### config.mk
export PLATFORM = sky130hd
export DESIGN_NAME = adc_ctrl
export DESIGN_NICKNAME = d
export VERILOG_FILES = /design/src/rtl/adc_ctrl_pkg.sv /design/src/rtl/adc_ctrl_presc.sv /design/src/rtl/adc_ctrl_regs.sv /design/src/rtl/adc_ctrl_result.sv /design/src/rtl/adc_ctrl.sv
export SDC_FILE = /design/constraint.sdc
export NUM_CORES = 1
export LEC_CHECK = 0
export ABC_AREA = 1
export BUFFER_PORTS_ARGS = -buffer_cell sky130_fd_sc_hd__buf_2
export CAP_MARGIN = 20
export CORE_AREA = 10 10 73 75
export DETAILED_ROUTE_END_ITERATION = 8
export DIE_AREA = 0 0 83 85
export PLACE_DENSITY_LB_ADDON = 0.3
export REMOVE_ABC_BUFFERS = 1
export SLEW_MARGIN = 10
export SYNTH_ARGS = -nofsm -noshare
export SYNTH_HDL_FRONTEND = slang
export SYNTH_SLANG_ARGS = --single-unit
### constraint.sdc
create_clock -name clk_i -period 1.7 [get_ports clk_i]
set_clock_uncertainty 0.15 [all_clocks]
set_input_delay 0 -clock clk_i [delete_from_list [all_inputs] [get_ports clk_i]]
set_output_delay 0 -clock clk_i [all_outputs]
set_load 0.005 [all_outputs]
### src/rtl/adc_ctrl_pkg.sv
package adc_ctrl_pkg;
  localparam int DATA_W = 8;
  localparam int RES_W  = 10;
  localparam int CH_W   = 4;
  localparam int ADDR_W = 2;

  localparam logic [ADDR_W-1:0] ADDR_CTRL = 2'd0;
  localparam logic [ADDR_W-1:0] ADDR_RESH = 2'd1;
  localparam logic [ADDR_W-1:0] ADDR_RESL = 2'd2;

  typedef struct packed {
    logic            run;
    logic            mux_out;
    logic            div16;
    logic            diff;
    logic [CH_W-1:0] chan;
  } ctrl_t;
endpackage

### src/rtl/adc_ctrl_presc.sv
module adc_ctrl_presc #(
  parameter int DIV_SLOW = 16
) (
  input  logic clk_i,
  input  logic rst_ni,
  input  logic run_i,
  input  logic div16_i,
  output logic tick_o
);
  localparam int CNT_W = (DIV_SLOW > 1) ? $clog2(DIV_SLOW) : 1;
  localparam logic [CNT_W-1:0] CNT_MAX = CNT_W'(DIV_SLOW - 1);

  logic [CNT_W-1:0] cnt_q;
  logic             wrap;

  assign wrap   = (cnt_q == CNT_MAX);
  assign tick_o = run_i & (~div16_i | wrap);

  always_ff @(posedge clk_i or negedge rst_ni) begin
    if (!rst_ni)                  cnt_q <= '0;
    else if (!run_i || !div16_i)  cnt_q <= '0;
    else if (wrap)                cnt_q <= '0;
    else                          cnt_q <= cnt_q + 1'b1;
  end

  // divider idles at zero whenever the run bit has been low
  a_r4_cnt_idle: assert property (@(posedge clk_i) disable iff (!rst_ni)
    !run_i |=> (cnt_q == '0));
  // slow ticks are isolated while divide-by-16 is held
  a_r4_slow_gap: assert property (@(posedge clk_i) disable iff (!rst_ni)
    (tick_o && div16_i && run_i) |=> (!tick_o || !div16_i));
endmodule

### src/rtl/adc_ctrl_regs.sv
module adc_ctrl_regs
  import adc_ctrl_pkg::*;
(
  input  logic              clk_i,
  input  logic              rst_ni,
  input  logic              wr_en_i,
  input  logic [ADDR_W-1:0] addr_i,
  input  logic [DATA_W-1:0] wdata_i,
  input  logic              tick_i,
  input  logic              done_i,
  output ctrl_t             ctrl_o,
  output logic              start_o,
  output logic              done_acc_o
);
  ctrl_t ctrl_q;
  ctrl_t wctrl;
  logic  pend_q;
  logic  ctrl_wr, abort, start_wr;

  assign wctrl      = ctrl_t'(wdata_i);
  assign ctrl_wr    = wr_en_i && (addr_i == ADDR_CTRL);
  assign abort      = ctrl_wr && !wctrl.run;
  assign start_wr   = ctrl_wr && wctrl.run && !ctrl_q.run;
  // done only counts once the start of this conversion has gone out
  assign done_acc_o = done_i && ctrl_q.run && !pend_q && !abort;
  assign start_o    = tick_i && pend_q;
  assign ctrl_o     = ctrl_q;

  always_ff @(posedge clk_i or negedge rst_ni) begin
    if (!rst_ni) begin
      ctrl_q <= '0;
    end else begin
      if (ctrl_wr) begin
        ctrl_q.chan    <= wctrl.chan;
        ctrl_q.diff    <= wctrl.diff;
        ctrl_q.div16   <= wctrl.div16;
        ctrl_q.mux_out <= wctrl.mux_out;
      end
      if (abort)           ctrl_q.run <= 1'b0;
      else if (start_wr)   ctrl_q.run <= 1'b1;
      else if (done_acc_o) ctrl_q.run <= 1'b0;
    end
  end

  always_ff @(posedge clk_i or negedge rst_ni) begin
    if (!rst_ni)       pend_q <= 1'b0;
    else if (abort)    pend_q <= 1'b0;
    else if (start_wr) pend_q <= 1'b1;
    else if (tick_i)   pend_q <= 1'b0;
  end

  // start is a single-cycle pulse
  a_r3_start_pulse: assert property (@(posedge clk_i) disable iff (!rst_ni)
    start_o |=> !start_o);
  // start only while running
  a_r3_start_running: assert property (@(posedge clk_i) disable iff (!rst_ni)
    start_o |-> ctrl_q.run);
  // accepted done ends the conversion
  a_r5_done_clears: assert property (@(posedge clk_i) disable iff (!rst_ni)
    (done_acc_o && !ctrl_wr) |=> !ctrl_q.run);
  // abort leaves run low
  a_r6_abort_stops: assert property (@(posedge clk_i) disable iff (!rst_ni)
    abort |=> (!ctrl_q.run && !pend_q));
  // write of 1 while running keeps pending state
  a_r7_no_rearm: assert property (@(posedge clk_i) disable iff (!rst_ni)
    (ctrl_wr && wctrl.run && ctrl_q.run && !pend_q) |=> !pend_q);
endmodule

### src/rtl/adc_ctrl_result.sv
module adc_ctrl_result
  import adc_ctrl_pkg::*;
(
  input  logic              clk_i,
  input  logic              rst_ni,
  input  logic              wr_en_i,
  input  logic [ADDR_W-1:0] addr_i,
  input  logic [DATA_W-1:0] wdata_i,
  input  logic              cap_i,
  input  logic [RES_W-1:0]  data_i,
  output logic [DATA_W-1:0] res_hi_o,
  output logic [DATA_W-1:0] res_lo_o
);
  localparam int LO_W = RES_W - DATA_W;

  logic [DATA_W-1:0] hi_q;
  logic [LO_W-1:0]   lo_q;
  logic              wr_hi, wr_lo;

  assign wr_hi    = wr_en_i && (addr_i == ADDR_RESH);
  assign wr_lo    = wr_en_i && (addr_i == ADDR_RESL);
  assign res_hi_o = hi_q;
  assign res_lo_o = {lo_q, {(DATA_W-LO_W){1'b0}}};

  // capture from the converter takes priority over a CPU write
  always_ff @(posedge clk_i or negedge rst_ni) begin
    if (!rst_ni) begin
      hi_q <= '0;
      lo_q <= '0;
    end else if (cap_i) begin
      hi_q <= data_i[RES_W-1:LO_W];
      lo_q <= data_i[LO_W-1:0];
    end else begin
      if (wr_hi) hi_q <= wdata_i;
      if (wr_lo) lo_q <= wdata_i[DATA_W-1 -: LO_W];
    end
  end

  // results hold without capture or CPU write
  a_r8_hold: assert property (@(posedge clk_i) disable iff (!rst_ni)
    (!cap_i && !wr_hi && !wr_lo) |=> ($stable(hi_q) && $stable(lo_q)));
endmodule

### src/rtl/adc_ctrl.sv
module adc_ctrl
  import adc_ctrl_pkg::*;
#(
  parameter int DIV_SLOW = 16,
  parameter logic [3:0] TEMP_CH = 4'd15
) (
  input  logic        clk_i,
  input  logic        rst_ni,
  input  logic        wr_en_i,
  input  logic [1:0]  addr_i,
  input  logic [7:0]  wdata_i,
  output logic [7:0]  rdata_o,
  input  logic        pga_en_i,
  output logic        conv_clk_en_o,
  output logic        conv_start_o,
  output logic [3:0]  conv_chan_o,
  output logic        conv_diff_o,
  input  logic        conv_done_i,
  input  logic [9:0]  conv_data_i,
  output logic        mux_gate_en_o,
  output logic        pin_path_en_o,
  output logic        temp_sel_o
);
  ctrl_t             ctrl;
  logic              tick, done_acc;
  logic [DATA_W-1:0] res_hi, res_lo;

  adc_ctrl_regs u_regs (
    .clk_i      (clk_i),
    .rst_ni     (rst_ni),
    .wr_en_i    (wr_en_i),
    .addr_i     (addr_i),
    .wdata_i    (wdata_i),
    .tick_i     (tick),
    .done_i     (conv_done_i),
    .ctrl_o     (ctrl),
    .start_o    (conv_start_o),
    .done_acc_o (done_acc)
  );

  adc_ctrl_presc #(.DIV_SLOW(DIV_SLOW)) u_presc (
    .clk_i   (clk_i),
    .rst_ni  (rst_ni),
    .run_i   (ctrl.run),
    .div16_i (ctrl.div16),
    .tick_o  (tick)
  );

  adc_ctrl_result u_result (
    .clk_i    (clk_i),
    .rst_ni   (rst_ni),
    .wr_en_i  (wr_en_i),
    .addr_i   (addr_i),
    .wdata_i  (wdata_i),
    .cap_i    (done_acc),
    .data_i   (conv_data_i),
    .res_hi_o (res_hi),
    .res_lo_o (res_lo)
  );

  always_comb begin
    unique case (addr_i)
      ADDR_CTRL: rdata_o = ctrl;
      ADDR_RESH: rdata_o = res_hi;
      ADDR_RESL: rdata_o = res_lo;
      default:   rdata_o = '0;
    endcase
  end

  assign conv_clk_en_o = tick;
  assign conv_chan_o   = ctrl.chan;
  assign conv_diff_o   = ctrl.diff;
  assign pin_path_en_o = ctrl.mux_out | pga_en_i;
  assign mux_gate_en_o = ctrl.run | pin_path_en_o;
  assign temp_sel_o    = (ctrl.chan == TEMP_CH) && !ctrl.diff;

  // gates closed implies idle
  a_r9_gate_idle: assert property (@(posedge clk_i) disable iff (!rst_ni)
    !mux_gate_en_o |-> !conv_clk_en_o);
  // abort with concurrent done keeps results
  a_r6_abort_hold: assert property (@(posedge clk_i) disable iff (!rst_ni)
    (wr_en_i && addr_i == ADDR_CTRL && !wdata_i[7]) |=> ($stable(res_hi) && $stable(res_lo)));
  // done while idle changes nothing
  a_r11_idle_done: assert property (@(posedge clk_i) disable iff (!rst_ni)
    (conv_done_i && !ctrl.run && !wr_en_i) |=> ($stable(res_hi) && $stable(res_lo) && !ctrl.run));
  // temp sensor never selected in differential mode
  a_r10_temp_se: assert property (@(posedge clk_i) disable iff (!rst_ni)
    temp_sel_o |-> !conv_diff_o);
endmodule

Word level (Yosys, flattened, before mapping):

Cells that the tools add are included.

* output and inout port bits: 18
* register bits after elaboration: 23
* logic and storage cells: 55
* input port bits: 25

* equal/unequal tests: 4
* muxes and demuxes: 13
* reduce and logical (&&, ||, !) cells: 23
* add/subtract/negate cells: 1
* bitwise logic cells: 5

Operator list (count)
* 8-bit case mux with 3 select lines: 1
* 8-bit 2-to-1 mux: 2
* 1-bit logical AND: 11
* 4-bit equality test (second input constant): 2
* 4-bit 2-to-1 mux: 2
* 1-bit logical NOT: 6
* 1-bit 2-to-1 mux: 6
* 3-bit nonzero test: 2
* 4-bit by 1-bit adder with 4-bit output (second input constant): 1
* 2-bit 2-to-1 mux: 2
* 2-bit nonzero test: 2
* 1-bit bitwise OR: 3
* 2-bit by 1-bit equality test with 1-bit output (second input constant): 1
* 2-bit equality test (second input constant): 1
* 2-bit logical NOT: 1
* 1-bit bitwise AND: 1
* 1-bit logical OR: 1
* 1-bit NOT: 1

Logic depth before layout (Yosys ltp):

Gate-level depths: netlist (run 1).

* depth in word-level cells: 8
* gate-level depth with buffers: 9
* gate-level depth less buffers: 8

Modules after synthesis:

Synthesis (run 1) repeated with hierarchy kept, for this count alone.

* cells, all modules: 198
* area, all modules: 1458.9 µm²

Modules (own cells, without submodules)
* adc_ctrl_result: cells each 84, area each 613.1 µm², times used 1, sequential area each 250.2 µm²
* adc_ctrl_regs: cells each 50, area each 429.2 µm², times used 1, sequential area each 225.2 µm²
* adc_ctrl: cells each 44, area each 230.2 µm², times used 1, sequential area each 0.0 µm²
* adc_ctrl_presc: cells each 20, area each 186.4 µm², times used 1, sequential area each 100.1 µm²

Worst setup path before layout (run 1):

OpenSTA, ideal clock, no wires.

* path kind: register to register
* start point: register u_regs.pend_q
* end point: register u_result.lo_q[0]
* required time: 1.433 ns
* data arrival time: 0.979 ns
* slack: 0.454 ns
* path buffers: 1
* stages on the path, launching flop included: 10
* clock period less this slack: 1.246 ns
* setup time: 0.117 ns
* cells stage by stage: dfrtp_1 > inv_1 > nand3_1 > inv_1 > nand2_4 > buf_12 > nand2_4 > nand2_1 > nand2_1 > nand2_1

* word-level cells in the longest chain between the ends: 4
* elaborated cells on any way between the ends: 5
* those cells by class: mux (1); reduce/logical (4)

Ends and longest elaborated chain
* start: declaration: line adc_ctrl_regs.sv:17 `logic pend_q;`
* start signal: assignment: line adc_ctrl_regs.sv:46 `if (!rst_ni) pend_q <= 1'b0;`
* start signal: assignment: line adc_ctrl_regs.sv:47 `else if (abort) pend_q <= 1'b0;`
* start signal: assignment: line adc_ctrl_regs.sv:48 `else if (start_wr) pend_q <= 1'b1;`
* 1-bit logical NOT *: line adc_ctrl_regs.sv:25 `assign done_acc_o = done_i && ctrl_q.run && !pend_q && !abort;`
* 1-bit logical AND * (2 in series): line adc_ctrl_regs.sv:25
* 2-bit 2-to-1 mux or 2-bit nonzero test (tied branches)
* end signal: assignment: line adc_ctrl_result.sv:32 `lo_q <= data_i[LO_W-1:0];`
* end signal: assignment: line adc_ctrl_result.sv:35 `if (wr_lo) lo_q <= wdata_i[DATA_W-1 -: LO_W];`
* end: declaration: line adc_ctrl_result.sv:17 `logic [LO_W-1:0] lo_q;`

Every way passes the cells marked *; elsewhere a longest branch is shown, timed or not.
A chain may end at the register's enable or synchronous reset.

Worst setup path in the final report (run 1):

* start point: register u_presc.cnt_q[0]
* end point: output conv_start_o

* word-level cells in the longest chain between the ends: 4

Ends and longest elaborated chain
* start: declaration: line adc_ctrl_presc.sv:13 `logic [CNT_W-1:0] cnt_q;`
* start signal: assignment: line adc_ctrl_presc.sv:23 `else cnt_q <= cnt_q + 1'b1;`
* 4-bit equality test: line adc_ctrl_presc.sv:16 `assign wrap = (cnt_q == CNT_MAX);`
* 1-bit bitwise OR: line adc_ctrl_presc.sv:17 `assign tick_o = run_i & (~div16_i | wrap);`
* 1-bit bitwise AND: line adc_ctrl_presc.sv:17
* 1-bit logical AND: line adc_ctrl_regs.sv:26 `assign start_o = tick_i && pend_q;`
* end: declaration: line adc_ctrl.sv:15 `output logic conv_start_o,`

No other way between the ends.

==> metrics.md, run 1 <==
| Metric | Value |
|---|---|
| Pins Over Slew Limit | `0` |
| Synth cell types | `26` |
| Final Util | `0.442` |
| Synth warnings | `0` |
| Site Rows | `23` |
| Initial Util | `0.324` |
| Status | `finished clean` |
| Worst slew pin tran | `534 ps` |
| Final setup violation count | `0` |
| Clock sinks | `23` |
| Synth Register Bits | `23` |
| CTS buffer count | `3` |
| Clock buffer depth | `2` |
| Crit Path Max Fanout | `3` |
| Vias in the first global route | `1,226` |
| First-pass GRT wire length | `~5800 um` |
| Die Height | `~85 um` |
| Worst rel slew slack | `0.644` |
| Core footprint | `3910 um^2` |
| H-tree lvl count | `1` |
| Worst endpoint required time | `1550 ps` |
| Final Net Count | `~240` |
| Final wirelength | `about 3400 um` |
| Seq pwr share | `0.467` |
| Antenna Nets Post-Route | `0` |
| Commonest cells after routing, fill and taps aside | `buf_2, nand2_1, nand3_1` |
| Gate power share | `0.338` |
| Largest net degree at the start of global routing | `24` |
| Flop2flop setup slack | `approximately 340 ps` |
| Leakage | `~0.00090 uW` |
| CTS tree | `built` |
| Internal power | `around 1200 uW` |
| Post-Syn Area | `~1300 um^2` |
| Post-DP HPWL | `2540 um` |
| # IOs | `43` |
| Power per standard cell area | `1020 nW/um^2` |
| Tcrit/Tclk final | `0.916` |
| DRC viols | `0` |
| Die area | `between 7000 and 8000 um^2` |
| Via/cell ratio | `approximately 4.5` |
| Maxcap violations | `0` |
| Clk pwr share | `0.196` |
| Number of fill cells | `between 400 and 500` |
| Seq/Total Area, Yosys | `0.453` |
| Die width | `83 um` |
| CP arrival | `around 1400 ps` |
| Sw Ratio | `0.342` |
| Fin worst setup slack | `around 140 ps` |
| Layout cell share with drive strength beyond 1 | `0.300` |
| Final GP Congestion | `roughly 0.77` |
| Sw Pwr | `~600 uW` |
| CTS Root Cell | `clkbuf_8` |
| Final Hold Vio Count | `0` |
| Kind of critical path | `reg -> out` |
| Initial DRC count | `35` |
| Worst setup EP type | `primary output` |
| Commonest non-fill, non-tap cell in the layout | `buf_2` |
| GRT overflow | `0` |
| Routed vias | `around 1,200` |
| Pre-CTS WS | `348 ps` |
| First-pass detailed-route iteration total | `4` |
| Port buffer count | `42` |
| Worst vdd ir | `between 0.4 and 0.5 mV` |
| Diodes inserted | `0` |
| Clk Latency, worst-skew pair | `260 ps` |
| Area grow syn2layout | `36.2%` |
| Fmax | `642 MHz` |
| GRT Util Overall | `0.0972` |
| Syn Area/Cell | `about 8.5 um^2` |
| Crit start category | `flop` |
| Clock Pin Slew Worst Setup and Hold Paths | `roughly 80 ps` |
| Fin crit period | `1560 ps` |
| Initial antenna violation count | `0` |
| Worst Hold Class | `in -> reg` |
| Avg WL per Cell | `13.2 um` |
| Cell count after synthesis | `150` |
## worst max-delay path: stages (launching register included)
cell	delay (ps)
dfrtp_1	390
ha_1	200
nand3_1	120
a21oi_2	190
and2_1	140
buf_2	100
## power by group through the flow
stage / combinational, uW / sequential [uW] / clock (uW)
finish: 594 / 821 / 344
global route: 676 / 847 / 381
CTS: 590 / 822 / 351
detailed placement: 556 / 832 / 0
global placement: 556 / 831 / 0
floorplan: 357 / 811 / 0
## final timing paths
kind	from	endpoint	cells after the start
worst max-delay path	u_presc.cnt_q[0]	conv_start_o	5
worst min-delay path	wr_en_i	u_regs.ctrl_o[7]	3
worst max register to register	u_presc.cnt_q[0]	u_regs.pend_q	5
worst min register to register	u_presc.cnt_q[0]	u_presc.cnt_q[0]	1
max in group asynchronous	rst_ni	u_result.res_hi_o[2]	2
min in group asynchronous	rst_ni	u_regs.pend_q	2
## cell families after synthesis
logic type               count (synthesis)  share of synthesized area
adder cells (fa/ha/maj)                  1                    0.00985
XOR/XNOR                                 2                     0.0138
buffers and inverters                   21                     0.0946
AND/OR/NAND/NOR                         89                      0.352
flip-flops                              23                      0.453
AO/OA/AOI/OAI                           14                     0.0768
## timing repair
action | 4_1_cts | 5_1_grt
endpoints found under the hold margin | 41 | 0
hold buffers | 19 | 0
setup endpoints to repair | 0 | 1
resized for setup | 0 | 1
buffers inserted | 0 | 1
## flip-flops by register name (all words and copies together), names as in the netlist
| register | flops |
|---|---|
| u_regs.pend_q | 1 |
| u_regs.ctrl_o | 8 |
| u_result.lo_q | 2 |
| u_presc.cnt_q | 4 |
| u_result.res_hi_o | 8 |
## layer usage
metal,vias to the layer above,global-route usage,part of all wire
met3,6,0.0249,0.048
met4,0,0.0433,0.018
li1,611,-,-
met1,538,0.104,0.41
met5,-,0,0
met2,27,0.176,0.52
## cells in the mapped netlist, drive strengths merged
library cell  instances  share of area
a22o                  4          0.032
nor3b                 1         0.0099
dfrtp                23           0.45
nand4                 1         0.0049
buf                   6          0.048
nor2                  8          0.035
xor2                  1         0.0069
nand3                35           0.15
a21oi                 1         0.0039
o211ai                2          0.012
inv                  14          0.043
nand2                43           0.15
ha                    1         0.0099
o21ai                 6          0.024
and2                  1         0.0049
clkinv                1         0.0030
a211oi                1         0.0059
xnor2                 1         0.0069
## cell type report
class                      count  area, um^2  area share
clock buffer                   3        41.3      0.0239
clock inverter                 1        5.00     0.00289
inverter                      15        58.8      0.0340
multi-input combinational    106         578       0.334
sequential                    23         576       0.333
tap                           50        62.6      0.0362
timing repair buffer          62         408       0.236
## per-stage QoR
step	hold slack, ps	cell area, um^2	setup TNS, ps	instances	power (uW)
after global placement	-136	1480	0	236	1390
after detailed placement	-142	1480	0	236	1390
after global routing	39.3	1730	-1.56	260	1900
after CTS	24.5	1720	0	259	1760
after floorplan	-446	1210	0	144	1170
final	27.1	1730	0	260	1760
No activity file was read; power rests on OpenSTA's default activity.
==> run 2: changes to the inputs <==
- ABC_AREA: 1 -> not set
- CORE_AREA: 10 10 73 75 -> 2 2 65 67
- DIE_AREA: 0 0 83 85 -> 0 0 67 69
==> run 2 against run 1 <==
First-iteration DRC count shrank 37%. Combinational power decreased by 5.2%. Clock power fell by 1%. Power decreased by 3.6%. Synthesized area rose by 2.0%. Via count down 5.4%. Cell count fell by 7.3%. Hold slack improved by 22 ps. Die area is 34% lower. Sequential cell count unchanged. Global-route usage increased by 5.6 points. Critical endpoint is now u_result.res_hi_o[7].
==> metrics.md, run 2 <==
| Metric | Value |
|---|---|
| Pre-CTS WS | `103 ps (was 348 ps)` |
| Layout cell share with drive strength beyond 1 | `0.377 (was 0.300)` |
| Fin crit period | `1600 ps (was 1560 ps)` |
| Commonest cells after routing, fill and taps aside | `buf_2, nand2_1, dfrtp_1 (was buf_2, nand2_1, nand3_1)` |
| Die Height | `69 um (was 85 um)` |
| GRT overflow | `0 (unchanged)` |
| GRT Util Overall | `0.154 (was 0.0972)` |
| Ys flop type | `dfrtp_1 (unchanged)` |
| Final wirelength | `3220 um (was 3440 um)` |
| CTS Root Cell | `clkbuf_8 (unchanged)` |
| EDFF count, synth | `0 (unchanged)` |
| Syn Area/Cell | `10.1 um^2 (was 8.47 um^2)` |
| Critical Path, Cell by Cell | `and3b_1 -> o21ai_4 -> a221o_1 (was ha_1 -> nand3_1 -> a21oi_2 -> and2_1 -> buf_2)` |
| First-pass detailed-route iteration total | `4 (unchanged)` |
| Worst setup EP type | `flop (was primary output)` |
| Seq/Total Area, Yosys | `0.444 (was 0.453)` |
| Synth area leader | `dfrtp_1 (unchanged)` |
| Unrepaired setup endpoints after global routing | `no` |
| CTS tree | `built (unchanged)` |
| Final Hold Vio Count | `0 (unchanged)` |
| Post-DP HPWL | `2420 um (was 2540 um)` |
| Ranking of synthesized cells by area | `dfrtp_1, mux2_2, nand2_1 (was dfrtp_1, nand3_1, nand2_1)` |
| Kind of critical path | `reg -> reg (was reg -> out)` |
| Port buffer count | `42 (unchanged)` |
| Post-synth top area share | `0.444 (was 0.453)` |
| CP arrival | `1590 ps (was 1410 ps)` |
| Via/cell ratio | `4.64 (was 4.55)` |
| Register area | `576 um^2 (unchanged)` |
| Crit start category | `flop (unchanged)` |
| Fmax | `626 MHz (was 642 MHz)` |
| Avg WL per Cell | `13.4 um (was 13.2 um)` |
| Area of the multi-input gates | `653 um^2 (was 578 um^2)` |
| Async set-or-reset flop fraction in the synthesized netlist | `1.00 (unchanged)` |
| Overall power | `1700 uW (was 1760 uW)` |
| Antenna Nets Post-Route | `0 (unchanged)` |
| Synth Register Bits | `23 (unchanged)` |
| Cell count after synthesis | `128 (was 150)` |
| Final GP Congestion | `0.715 (was 0.771)` |
| Commonest non-fill, non-tap cell in the layout | `buf_2 (unchanged)` |
| H-tree lvl count | `1 (unchanged)` |
| Largest net degree at the start of global routing | `24 (unchanged)` |
| Status | `finished clean (unchanged)` |
| Synth cell types | `30 (was 26)` |
| Top cells by instance count after synthesis | `nand2_1, dfrtp_1, mux2_2 (was nand2_1, nand3_1, dfrtp_1)` |
| Routed vias | `1,118 (was 1,182)` |
| Area grow syn2layout | `38.7% (was 36.2%)` |
| Initial Util | `0.331 (was 0.324)` |
| CTS buffer count | `3 (unchanged)` |
| Pins Over Slew Limit | `0 (unchanged)` |
| Clk Latency, worst-skew pair | `260 ps (about the same)` |
| Hold path depth | `4 (was 3)` |
| Clock sinks | `23 (unchanged)` |
| Worst slew pin tran | `537 ps (was 534 ps)` |
| Initial DRC count | `22 (was 35)` |
| Final std cells w/o fill | `241 (was 260)` |
| Worst rel slew slack | `0.642 (was 0.644)` |
| # IOs | `43 (unchanged)` |
| Worst Hold Class | `in -> reg (unchanged)` |
| Diodes inserted | `0 (unchanged)` |
| Vias in the first global route | `1,199 (was 1,226)` |
| Site Rows | `23 (unchanged)` |
| Die width | `67 um (was 83 um)` |
| Crit. path cell count | `3 (was 5)` |
| Post-CTS setup buffer count | `0 (unchanged)` |
| Post-Place Cells | `218 (was 236)` |
| Leakage | `0.000895 uW (was 0.000898 uW)` |
| Largest stage delay on the critical path | `410 ps (was 390 ps)` |
| Post-Syn Area | `1290 um^2 (was 1270 um^2)` |
| Synth warnings | `0 (unchanged)` |
| Tcrit/Tclk final | `0.939 (was 0.916)` |
| Sum Neg Setup Slack | `0 ps (unchanged)` |
| Number of fill cells | `410 (was 412)` |
| Core footprint | `3910 um^2 (unchanged)` |
| DRC viols | `0 (unchanged)` |
| Worst endpoint required time | `1700 ps (was 1550 ps)` |
| Crit Path Max Fanout | `10 (was 3)` |
| Power per standard cell area | `944 nW/um^2 (was 1020 nW/um^2)` |
| Worst vdd ir | `0.541 mV (was 0.491 mV)` |
| Final setup violation count | `0 (unchanged)` |
| Fin worst setup slack | `104 ps (was 142 ps)` |
| Largest delay share family, worst path | `compound AO/OA/AOI/OAI gates (was flip-flops)` |
| Worst path slowest cell | `and3b_1 (was dfrtp_1)` |
| First-pass GRT wire length | `5530 um (was 5840 um)` |
| WP buf/inv | `0 (was 1)` |
| FF-to-FF path depth | `3 (was 5)` |
| Maxcap violations | `0 (unchanged)` |
| Clock Pin Slew Worst Setup and Hold Paths | `80 ps (about the same)` |
| Clock buffer depth | `2 (unchanged)` |
| Final Net Count | `218 (was 237)` |
| Die area | `4620 um^2 (was 7060 um^2)` |
| Most frequent cell after synthesis | `nand2_1 (unchanged)` |
| Initial antenna violation count | `0 (unchanged)` |
| Final Util | `0.459 (was 0.442)` |
-- run 2: changes by cell type after synthesis, sizes merged, moves of 3 or more --
| cell | change |
|---|---|
| mux2i | +10 |
| nand2 | -16 |
| a21oi | +4 |
| mux2 | +16 |
| and3 | +3 |
| a22o | -4 |
| nand3 | -34 |
| inv | -10 |
-- run 2: logic make-up after synthesis --
kind of cell	count (synthesis)	share of synthesized area
compound gates	11	0.0589
fa+ha+maj	1	0.00966
mux	26	0.216
flops	23	0.444
simple gates	54	0.210
buf+inv	12	0.0541
xor+xnor	1	0.00676
-- run 2: tightest hold or removal path: cells and delay by family --
kind,cells,cell delay (ps)
simple gates,3,300
buf+inv,1,120
-- run 2: per-stage QoR --
stage               hold slack, ps  cell area [um^2]
floorplan                     -446              1240
global placement              -136              1560
detailed placement            -135              1560
CTS                           43.2              1790
global route                  83.1              1800
finish                        49.1              1800
-- run 2: layer usage --
metal  part of all wire  wire length [um]  track usage  vias up
met5                  0                 0            0        -
met2               0.48              1540        0.252       37
met4             0.0096                31       0.0408        0
met3              0.053               171       0.0408        4
li1                   -                 -            -      557
met1               0.46              1480        0.198      520
-- run 2: area by class of cell --
type / count / share of cell area
clock buffer: 4 / 0.0251
multi-input combinational: 93 / 0.364
tap: 50 / 0.0348
sequential: 23 / 0.320
timing repair buffer: 67 / 0.248
inverter: 4 / 0.00836
-- run 2: final timing paths --
kind                                  start              endpoint  slack (ps)
setup reg to reg              u_regs.pend_q  u_result.res_hi_o[7]         100
setup / recovery              u_regs.pend_q  u_result.res_hi_o[7]         100
min in group asynchronous            rst_ni  u_result.res_hi_o[2]          90
hold reg to reg            u_presc.cnt_q[0]      u_presc.cnt_q[0]         360
hold / removal                      wr_en_i      u_regs.ctrl_o[5]          50
max in group asynchronous            rst_ni  u_result.res_hi_o[3]         950
-- run 2: repair_timing --
item | in CTS | in global routing
hold buffers | 19 | 0
gates resized for setup | 0 | 1
endpoints found under the setup margin | 0 | 1
hold endpoints to repair | 42 | 0
-- run 2: where the power goes --
group | total [uW] | internal, uW | switching [uW]
clock | 339 | 167 | 172
combinational | 563 | 339 | 223
sequential | 794 | 695 | 98.9
total | 1700 | 1200 | 494
